### config.mk
export PLATFORM = sky130hd
export DESIGN_NAME = tlb_assist_unit
export DESIGN_NICKNAME = d
export VERILOG_FILES = /design/src/rtl/tlb_pkg.sv /design/src/rtl/tlb_entry_array.sv /design/src/rtl/tlb_match.sv /design/src/rtl/tlb_assist_unit.sv
export SDC_FILE = /design/constraint.sdc
export NUM_CORES = 2
export LEC_CHECK = 0
export ABC_AREA = 1
export BUFFER_PORTS_ARGS = -buffer_cell sky130_fd_sc_hd__buf_4
export CAP_MARGIN = 0
export CORE_UTILIZATION = 25
export DETAILED_ROUTE_END_ITERATION = 10
export SYNTH_ARGS = -nofsm -noshare
export SYNTH_HDL_FRONTEND = slang
export SYNTH_HIERARCHICAL = 1
export SYNTH_SLANG_ARGS = --single-unit
export TNS_END_PERCENT = 1
### constraint.sdc
create_clock -name clk -period 8 [get_ports clk]
set_input_delay 0 -clock clk [delete_from_list [all_inputs] [get_ports clk]]
set_output_delay 0 -clock clk [all_outputs]
set_load 0.05 [all_outputs]
### src/rtl/tlb_pkg.sv
package tlb_pkg;
    localparam int unsigned TLB_ENTRIES = 16;
    localparam int unsigned DATA_W      = 32;
    localparam int unsigned TID_W       = 16;
    localparam int unsigned PID_W       = 8;
    localparam int unsigned EPN_W       = 20;
    localparam int unsigned RPN_LO_W    = 20;
    localparam int unsigned RPN_HI_W    = 4;
    localparam int unsigned RPN_W       = RPN_LO_W + RPN_HI_W;
    localparam int unsigned PERM_W      = 6;
    localparam int unsigned REG_IDX_W   = 3;

    localparam int unsigned ARR_BIT     = 28;
    localparam int unsigned VALID_BIT   = 31;
    localparam int unsigned SPACE_BIT   = 16;
    localparam int unsigned PAGE_LSB    = DATA_W - EPN_W;

    localparam logic [REG_IDX_W-1:0] REG_SEL  = 3'd0;
    localparam logic [REG_IDX_W-1:0] REG_TAG  = 3'd1;
    localparam logic [REG_IDX_W-1:0] REG_PAGE = 3'd2;
    localparam logic [REG_IDX_W-1:0] REG_REAL = 3'd3;
    localparam logic [REG_IDX_W-1:0] REG_SRCH = 3'd6;
    localparam logic [REG_IDX_W-1:0] REG_UPPR = 3'd7;

    typedef enum logic {
        OP_SEARCH = 1'b0,
        OP_WRITE  = 1'b1
    } tlb_op_e;

    typedef struct packed {
        logic                valid;
        logic                ts;
        logic [TID_W-1:0]    tid;
        logic [EPN_W-1:0]    epn;
        logic [RPN_W-1:0]    rpn;
        logic [PERM_W-1:0]   perm;
    } tlb_entry_t;
endpackage

### src/rtl/tlb_entry_array.sv
module tlb_entry_array
    import tlb_pkg::*;
#(
    parameter int unsigned ENTRIES = TLB_ENTRIES,
    localparam int unsigned IDX_W  = $clog2(ENTRIES)
) (
    input  logic                     clk,
    input  logic                     rst_n,
    input  logic                     wr_en,
    input  logic [IDX_W-1:0]         wr_idx,
    input  tlb_entry_t               wr_data,
    output tlb_entry_t [ENTRIES-1:0] ents_o
);
    tlb_entry_t [ENTRIES-1:0] ents_d, ents_q;

    always_comb begin
        ents_d = ents_q;
        if (wr_en) begin
            ents_d[wr_idx] = wr_data;
        end
    end

    always_ff @(posedge clk) begin
        if (!rst_n) begin
            ents_q <= '0;
        end else begin
            ents_q <= ents_d;
        end
    end

    assign ents_o = ents_q;

    for (genvar g = 0; g < ENTRIES; g++) begin : g_hold

        entry_hold_chk: assert property (@(posedge clk) disable iff (!rst_n)
            !(wr_en && (wr_idx == IDX_W'(g))) |=> $stable(ents_q[g]));
    end
endmodule

### src/rtl/tlb_match.sv
module tlb_match
    import tlb_pkg::*;
#(
    parameter int unsigned ENTRIES = TLB_ENTRIES,
    localparam int unsigned IDX_W  = $clog2(ENTRIES)
) (
    input  tlb_entry_t [ENTRIES-1:0] ents_i,
    input  logic                     srch_as_i,
    input  logic [TID_W-1:0]         srch_tid_i,
    input  logic [EPN_W-1:0]         srch_epn_i,
    output logic                     hit_o,
    output logic [IDX_W-1:0]         hit_idx_o,
    output tlb_entry_t               hit_ent_o
);
    logic [ENTRIES-1:0] match;

    for (genvar g = 0; g < ENTRIES; g++) begin : g_cmp
        assign match[g] = ents_i[g].valid
                       && (ents_i[g].ts == srch_as_i)
                       && (ents_i[g].epn == srch_epn_i)
                       && ((ents_i[g].tid == srch_tid_i) || (ents_i[g].tid == '0));
    end

    always_comb begin
        hit_o     = |match;
        hit_idx_o = '0;
        for (int i = ENTRIES - 1; i >= 0; i--) begin
            if (match[i]) begin
                hit_idx_o = IDX_W'(i);
            end
        end
        hit_ent_o = ents_i[hit_idx_o];
    end

    always_comb begin
        if (hit_o) begin

            lowest_hit_chk: assert (match[hit_idx_o]
                && ((match & ((ENTRIES'(1) << hit_idx_o) - ENTRIES'(1))) == '0));
        end
    end
endmodule

### src/rtl/tlb_assist_unit.sv
module tlb_assist_unit
    import tlb_pkg::*;
#(
    parameter int unsigned ENTRIES = TLB_ENTRIES,
    localparam int unsigned IDX_W  = $clog2(ENTRIES)
) (
    input  logic                  clk,
    input  logic                  rst_n,
    input  logic                  cmd_valid,
    input  logic                  cmd_op,
    input  logic                  cmd_ra_nz,
    input  logic [DATA_W-1:0]     cmd_rb,
    input  logic                  sw_we,
    input  logic [REG_IDX_W-1:0]  sw_addr,
    input  logic [DATA_W-1:0]     sw_wdata,
    output logic [DATA_W-1:0]     sw_rdata,
    output logic                  op_done,
    output logic                  illegal_instr
);
    typedef struct packed {
        logic                  arr_sel;
        logic [IDX_W-1:0]      ent_sel;
        logic                  valid;
        logic                  ts;
        logic [TID_W-1:0]      tid;
        logic [EPN_W-1:0]      epn;
        logic [RPN_LO_W-1:0]   rpn_lo;
        logic [PERM_W-1:0]     perm;
        logic                  srch_as;
        logic [PID_W-1:0]      srch_pid;
        logic [RPN_HI_W-1:0]   rpn_hi;
    } arch_t;

    typedef struct packed {
        arch_t arch;
        logic  done;
        logic  ill;
    } state_t;

    state_t state_d, state_q;

    tlb_entry_t [ENTRIES-1:0] ents;
    tlb_entry_t               wr_data;
    tlb_entry_t               hit_ent;
    logic                     wr_en;
    logic                     hit;
    logic [IDX_W-1:0]         hit_idx;
    logic [TID_W-1:0]         srch_tid;
    tlb_op_e                  op;

    assign op       = tlb_op_e'(cmd_op);
    assign srch_tid = {state_q.arch.srch_pid, {(TID_W-PID_W){1'b0}}};

    assign wr_data.valid = state_q.arch.valid;
    assign wr_data.ts    = state_q.arch.ts;
    assign wr_data.tid   = state_q.arch.tid;
    assign wr_data.epn   = state_q.arch.epn;
    assign wr_data.rpn   = {state_q.arch.rpn_hi, state_q.arch.rpn_lo};
    assign wr_data.perm  = state_q.arch.perm;

    tlb_entry_array #(.ENTRIES(ENTRIES)) i_array (
        .clk     (clk),
        .rst_n   (rst_n),
        .wr_en   (wr_en),
        .wr_idx  (state_q.arch.ent_sel),
        .wr_data (wr_data),
        .ents_o  (ents)
    );

    tlb_match #(.ENTRIES(ENTRIES)) i_match (
        .ents_i     (ents),
        .srch_as_i  (state_q.arch.srch_as),
        .srch_tid_i (srch_tid),
        .srch_epn_i (cmd_rb[DATA_W-1:PAGE_LSB]),
        .hit_o      (hit),
        .hit_idx_o  (hit_idx),
        .hit_ent_o  (hit_ent)
    );

    always_comb begin
        state_d      = state_q;
        state_d.done = 1'b0;
        state_d.ill  = 1'b0;
        wr_en        = 1'b0;
        if (cmd_valid) begin
            state_d.done = 1'b1;
            if (op == OP_SEARCH) begin
                if (cmd_ra_nz) begin
                    state_d.ill = 1'b1;
                end else if (hit) begin
                    state_d.arch.arr_sel = 1'b0;
                    state_d.arch.ent_sel = hit_idx;
                    state_d.arch.valid   = 1'b1;
                    state_d.arch.ts      = hit_ent.ts;
                    state_d.arch.tid     = hit_ent.tid;
                    state_d.arch.epn     = hit_ent.epn;
                    state_d.arch.rpn_lo  = hit_ent.rpn[RPN_LO_W-1:0];
                    state_d.arch.rpn_hi  = hit_ent.rpn[RPN_W-1:RPN_LO_W];
                    state_d.arch.perm    = hit_ent.perm;
                end else begin
                    state_d.arch.valid   = 1'b0;
                    state_d.arch.ts      = state_q.arch.srch_as;
                    state_d.arch.tid     = srch_tid;
                    state_d.arch.epn     = cmd_rb[DATA_W-1:PAGE_LSB];
                    state_d.arch.rpn_lo  = '0;
                    state_d.arch.rpn_hi  = '0;
                    state_d.arch.perm    = '0;
                end
            end else begin
                wr_en = !state_q.arch.arr_sel;
            end
        end else if (sw_we) begin
            case (sw_addr)
                REG_SEL: begin
                    state_d.arch.arr_sel = sw_wdata[ARR_BIT];
                    state_d.arch.ent_sel = sw_wdata[IDX_W-1:0];
                end
                REG_TAG: begin
                    state_d.arch.valid = sw_wdata[VALID_BIT];
                    state_d.arch.ts    = sw_wdata[SPACE_BIT];
                    state_d.arch.tid   = sw_wdata[TID_W-1:0];
                end
                REG_PAGE: begin
                    state_d.arch.epn = sw_wdata[DATA_W-1:PAGE_LSB];
                end
                REG_REAL: begin
                    state_d.arch.rpn_lo = sw_wdata[DATA_W-1:PAGE_LSB];
                    state_d.arch.perm   = sw_wdata[PERM_W-1:0];
                end
                REG_SRCH: begin
                    state_d.arch.srch_as  = sw_wdata[SPACE_BIT];
                    state_d.arch.srch_pid = sw_wdata[PID_W-1:0];
                end
                REG_UPPR: begin
                    state_d.arch.rpn_hi = sw_wdata[RPN_HI_W-1:0];
                end
                default: ;
            endcase
        end
    end

    always_ff @(posedge clk) begin
        if (!rst_n) begin
            state_q <= '0;
        end else begin
            state_q <= state_d;
        end
    end

    always_comb begin
        sw_rdata = '0;
        case (sw_addr)
            REG_SEL: begin
                sw_rdata[ARR_BIT]     = state_q.arch.arr_sel;
                sw_rdata[IDX_W-1:0]   = state_q.arch.ent_sel;
            end
            REG_TAG: begin
                sw_rdata[VALID_BIT]   = state_q.arch.valid;
                sw_rdata[SPACE_BIT]   = state_q.arch.ts;
                sw_rdata[TID_W-1:0]   = state_q.arch.tid;
            end
            REG_PAGE: sw_rdata[DATA_W-1:PAGE_LSB] = state_q.arch.epn;
            REG_REAL: begin
                sw_rdata[DATA_W-1:PAGE_LSB] = state_q.arch.rpn_lo;
                sw_rdata[PERM_W-1:0]        = state_q.arch.perm;
            end
            REG_SRCH: begin
                sw_rdata[SPACE_BIT]   = state_q.arch.srch_as;
                sw_rdata[PID_W-1:0]   = state_q.arch.srch_pid;
            end
            REG_UPPR: sw_rdata[RPN_HI_W-1:0] = state_q.arch.rpn_hi;
            default: ;
        endcase
    end

    assign op_done       = state_q.done;
    assign illegal_instr = state_q.ill;

    logic unused_ok;
    assign unused_ok = ^{cmd_rb[PAGE_LSB-1:0], sw_wdata, hit_ent.valid, hit_ent.epn};


    done_after_cmd_chk: assert property (@(posedge clk) disable iff (!rst_n)
        cmd_valid |=> op_done);


    done_needs_cmd_chk: assert property (@(posedge clk) disable iff (!rst_n)
        op_done |-> $past(cmd_valid));


    illegal_keeps_regs_chk: assert property (@(posedge clk) disable iff (!rst_n)
        illegal_instr |-> ($stable(state_q.arch) && op_done));


    write_keeps_regs_chk: assert property (@(posedge clk) disable iff (!rst_n)
        (cmd_valid && op == OP_WRITE) |=> $stable(state_q.arch));


    hit_loads_index_chk: assert property (@(posedge clk) disable iff (!rst_n)
        (cmd_valid && op == OP_SEARCH && !cmd_ra_nz && hit)
        |=> (state_q.arch.valid && state_q.arch.ent_sel == $past(hit_idx)));


    miss_clears_valid_chk: assert property (@(posedge clk) disable iff (!rst_n)
        (cmd_valid && op == OP_SEARCH && !cmd_ra_nz && !hit)
        |=> (!state_q.arch.valid && $stable(state_q.arch.ent_sel)));
endmodule

After elaboration in Yosys (flattened, before gate mapping)
Index checks and enable logic that the tools add are counted.

Bits in registers: 1172. Output and inout bits: 34. Input port bits: 73. Logic and storage cells: 319.

Muxes and demuxes: 52. Reduce and logical (&&, ||, !) cells: 97. Equal/unequal tests: 56. Magnitude comparators: 3. Bitwise operators: 2.

Operators with widths (number): $bwmux 1088 (1); $eq 20x20->1 (16); $bmux 68 s4 (1); $demux 68 s4 (1); $eq 16x16->1 (16); $logic_not 16->1 (16); $mux 69 (3); $mux 4 (22); $mux 82 (1); $mux 68 (1); $mux 67 (1); $mux 64 (1); $logic_and 1x1->1 (49); $mux 26 (1); $pmux 11 s2 (1); $mux 20 (1); $pmux 4 s5 (1); $mux 18 (1); $eq 1x1->1 (16); $logic_or 1x1->1 (16); $reduce_and 4->1 (4); $reduce_or 16->1 (1); $pmux 4 s3 (1); $reduce_bool 2->1 (6); 21 further kinds (32).

Logic depth before layout (Yosys ltp)
Depth in word-level cells: 26. Mapped depth: 40. Gate-level depth less buffers: 37.

Cells and area by module
Netlist, hierarchy kept.

Modules (own cells, without submodules): tlb_entry_array (area an instance 41576.1 um^2, instances 1, seq. area each 21780.9 um^2, cells each 6123); tlb_match (area an instance 20863.8 um^2, instances 1, seq. area each 0.0 um^2, cells each 4406); tlb_assist_unit (area an instance 4914.7 um^2, instances 1, seq. area each 1681.6 um^2, cells each 843).

Worst setup path after synthesis
OpenSTA, ideal clock, no wires.

Kind: register to register. Start point: register state_q, in the netlist srch_tid[15]. End point: register state_q[63] (netlist bit). Required time: 7.936 ns. Clock period less this slack: 3.066 ns. Setup time: 0.064 ns. Buffers on the path: 5. Arrival time: 3.002 ns. Stages on the path, launching flop included: 32. Setup slack: 4.934 ns. Cell sequence: dfxtp_1 > buf_2 > buf_2 > xor2_1 > nor4_1 > nand2_1 > o21ai_0 > nand3_1 > nand2_1 > nand2_1 > nand2_1 > nand2_1 > nand2_1 > nand2_1 > nand2_1 > nand2_1 > nand2_2 > buf_6 > buf_6 > buf_6 > nand2_1 > nand2_1 > nand2_1 > nand3_1 > nand3_1 > nand2_1 > inv_1 > nor2_1 > nor2_1 > nand3_1 > nand2_1 > nor2_1.

RTL lines: start, declared (RTL line tlb_assist_unit.sv:40) `state_t state_d, state_q;`; start signal, assigned (RTL line tlb_assist_unit.sv:146) `state_q <= state_d;`.

==> results.md <==
* Status: finished, violations left
* Failing checks: capacitance limit
* Pin count of the biggest net entering global routing at approximately 200
* # rows at 190
* CTS clk-pin slew, worst paths at around 0.060 ns
* Post-Syn Area at between 0.06 and 0.07 sq mm
* Peak VDD IR at around 250 uV
* Final core occ at 0.281
* Post-Synthesis Cells at 11365
* Syn-to-layout area delta at 11.7%
* Critical path fanouts, max at 62
* Overall Global Routing Usage at 0.199
* Resized cells post-CTS at 0
* Wire per inst at about 19 um
* Total Wirelength at 281000 um
* Clk root buf: clkbuf_16
* Share of layout cells above drive strength 1 at 0.0451
* GR Overflow Total at 0
* # fillers at between 20000 and 30000
* Avg Inst Size Synth at between 5 and 6 sq um
* CTS tree: yes
* Final setup margin at between 0.3 and 0.4 ns
* Worst skew pair latency at a little over 0.8 ns
* P_leak at around 0.033 uW
* Antenna-violating nets left at 0
* Number of placed instances, taps included at 14270
* Period utilization at 0.951
* Number of global-route vias before repair at between 60000 and 70000
* First-pass GRT wire length at just over 400000 um
* Top-Level Pins at approximately 110
* FF-to-FF setup slack at 0.39 ns
* Setup TNS at 0 ns
* Worst setup SP type: flop
* Setup violations, final at 0
* Final Non-Filler Cells at around 15000
* DP HPWL at between 150000 and 200000 um
* Initial drt markers at about 8800
* Arrival time worst endpoint at ~8.4 ns
* Final min period at approximately 7.6 ns
* Die outline height at about 520 um
* DIE WIDTH at roughly 520 um
* Achievable Freq at between 0.1 and 0.15 GHz
* Cts hold-fix bufs at between 100 and 150
* Post-CTS Setup Bufs at 0
* Vias post-DR at approximately 70000
* DRC at 0
* Vias/cell at 4.86
* Die ar. at between 0.2 and 0.3 sq mm
* Max-capacitance violation count at 1
* Required time worst endpoint at 8.76 ns
* Global placement routability congestion at ~0.97
* Initial Util at 0.251
* Sink Count at 1172
* Fin. Hold Viols at 0
* Layout Skew at around 0.064 ns
* Router iterations before antenna repair at 8
* Max_slew headroom at 0.0243
* Yosys warns at 6
* Least-Margin Pin Slew at 1.46 ns
* Pins Over Slew Limit at 0
* Nets at approximately 11000
* Placement Setup Slack at ~1.7 ns
* PortBufs at between 90 and 100
* Power Density at 186 mW/mm^2
* Hold WS at about 0.23 ns
* Num CTS Buffers at roughly 140
* Worst Setup End Kind: flop
* Hold Crit Class: in2reg
* Htree depth at 4
* RSZ-0062 raised after global routing: false
* Initial antenna violation count at 8
* Core footprint at between 0.2 and 0.3 sq mm
* Worst Setup Path Type: reg2reg
* CTS max path bufs at 3
-- layout make-up --
class | count | area (sq um) | area share
diodes | 6 | 15.0 | 0.000200
inverters | 469 | 1790 | 0.0238
flip-flops and latches | 1172 | 23500 | 0.312
well taps | 3552 | 4440 | 0.0591
multi-input cells | 8895 | 38000 | 0.506
repair buffers | 298 | 2790 | 0.0370
clock inverters | 45 | 673 | 0.00895
clock buffers | 199 | 3990 | 0.0531
-- stage by stage --
stage,power [uW],cell area [sq um]
CTS,14000,75200
finish,14000,75200
detailed placement,7420,69300
global placement,7420,69300
floorplan,6960,67400
global route,14400,75200
-- worst max-delay path, stage by stage, from the launching register on --
cell           delay, ns
dfxtp_1             0.96
inv_2               0.57
nand2_1             0.16
o21ai_1             0.07
nor4_1              0.27
nand2_1             0.20
nor4_1              1.11
nand2_1             0.17
nand2_1             0.15
inv_2               0.05
a21oi_4             0.23
buf_4               0.62
buf_4               0.77
nand2_1             0.13
nand3_1             0.18
nand3_1             0.12
nand2_1             0.16
nand2_1             0.09
nand3_1             0.14
nor2_1              0.06
dlygate4sd3_1       0.59
nor2_1              0.10
dlygate4sd3_1       0.55
-- metal layers --
layer	track usage	share of wire	vias to the layer above
met4	0.118	0.064	2
met5	0	0.000068	-
met3	0.0347	0.096	743
li1	-	-	34467
met1	0.263	0.41	32361
met2	0.301	0.43	3517
-- state kept, by name (all words and copies together) (netlist names) --
signal / flops
op_done: 1
illegal_instr: 1
srch_tid: 8
i_array/ents_o: 1088
state_q: 74
-- final timing paths --
check / cells past startpoint / to / from
max: 22 / state_q[72]$_SDFFE_PN0P_ / state_q[14]$_SDFFE_PN0P_
min reg2reg: 2 / i_array/ents_o[754]$_SDFFE_PN0P_ / i_array/ents_o[754]$_SDFFE_PN0P_
max reg2reg: 22 / state_q[72]$_SDFFE_PN0P_ / state_q[14]$_SDFFE_PN0P_
min: 6 / state_q[33]$_SDFFE_PN0P_ / sw_wdata[24]
-- cell usage in the layout, fill, tap and decap left out, drive strengths merged, types with 3 or more instances in the layout --
cell type,instances
nand2,4443
nor2,2527
dfxtp,1172
nand3,971
inv,470
clkbuf,199
nand4,197
buf,182
xnor2,132
xor2,129
dlygate4sd3,116
o21ai,103
o22ai,90
nor4,86
a21oi,42
a221oi,39
clkinv,32
nor3,26
or2,22
a211oi,21
conb,13
a22o,10
bufinv,9
o221ai,8
o2111ai,7
diode,6
o211ai,5
nor3b,5
a2111oi,5
clkinvlp,3
or4,3
o41ai,3
-- power breakdown --
group | total, uW | switching (uW) | internal (uW) | leakage [uW]
clock network | 6580 | 2780 | 3790 | 0.00228
registers | 6030 | 104 | 5920 | 0.00946
logic | 1380 | 1000 | 376 | 0.0208
(Power assumes the default switching activity.)
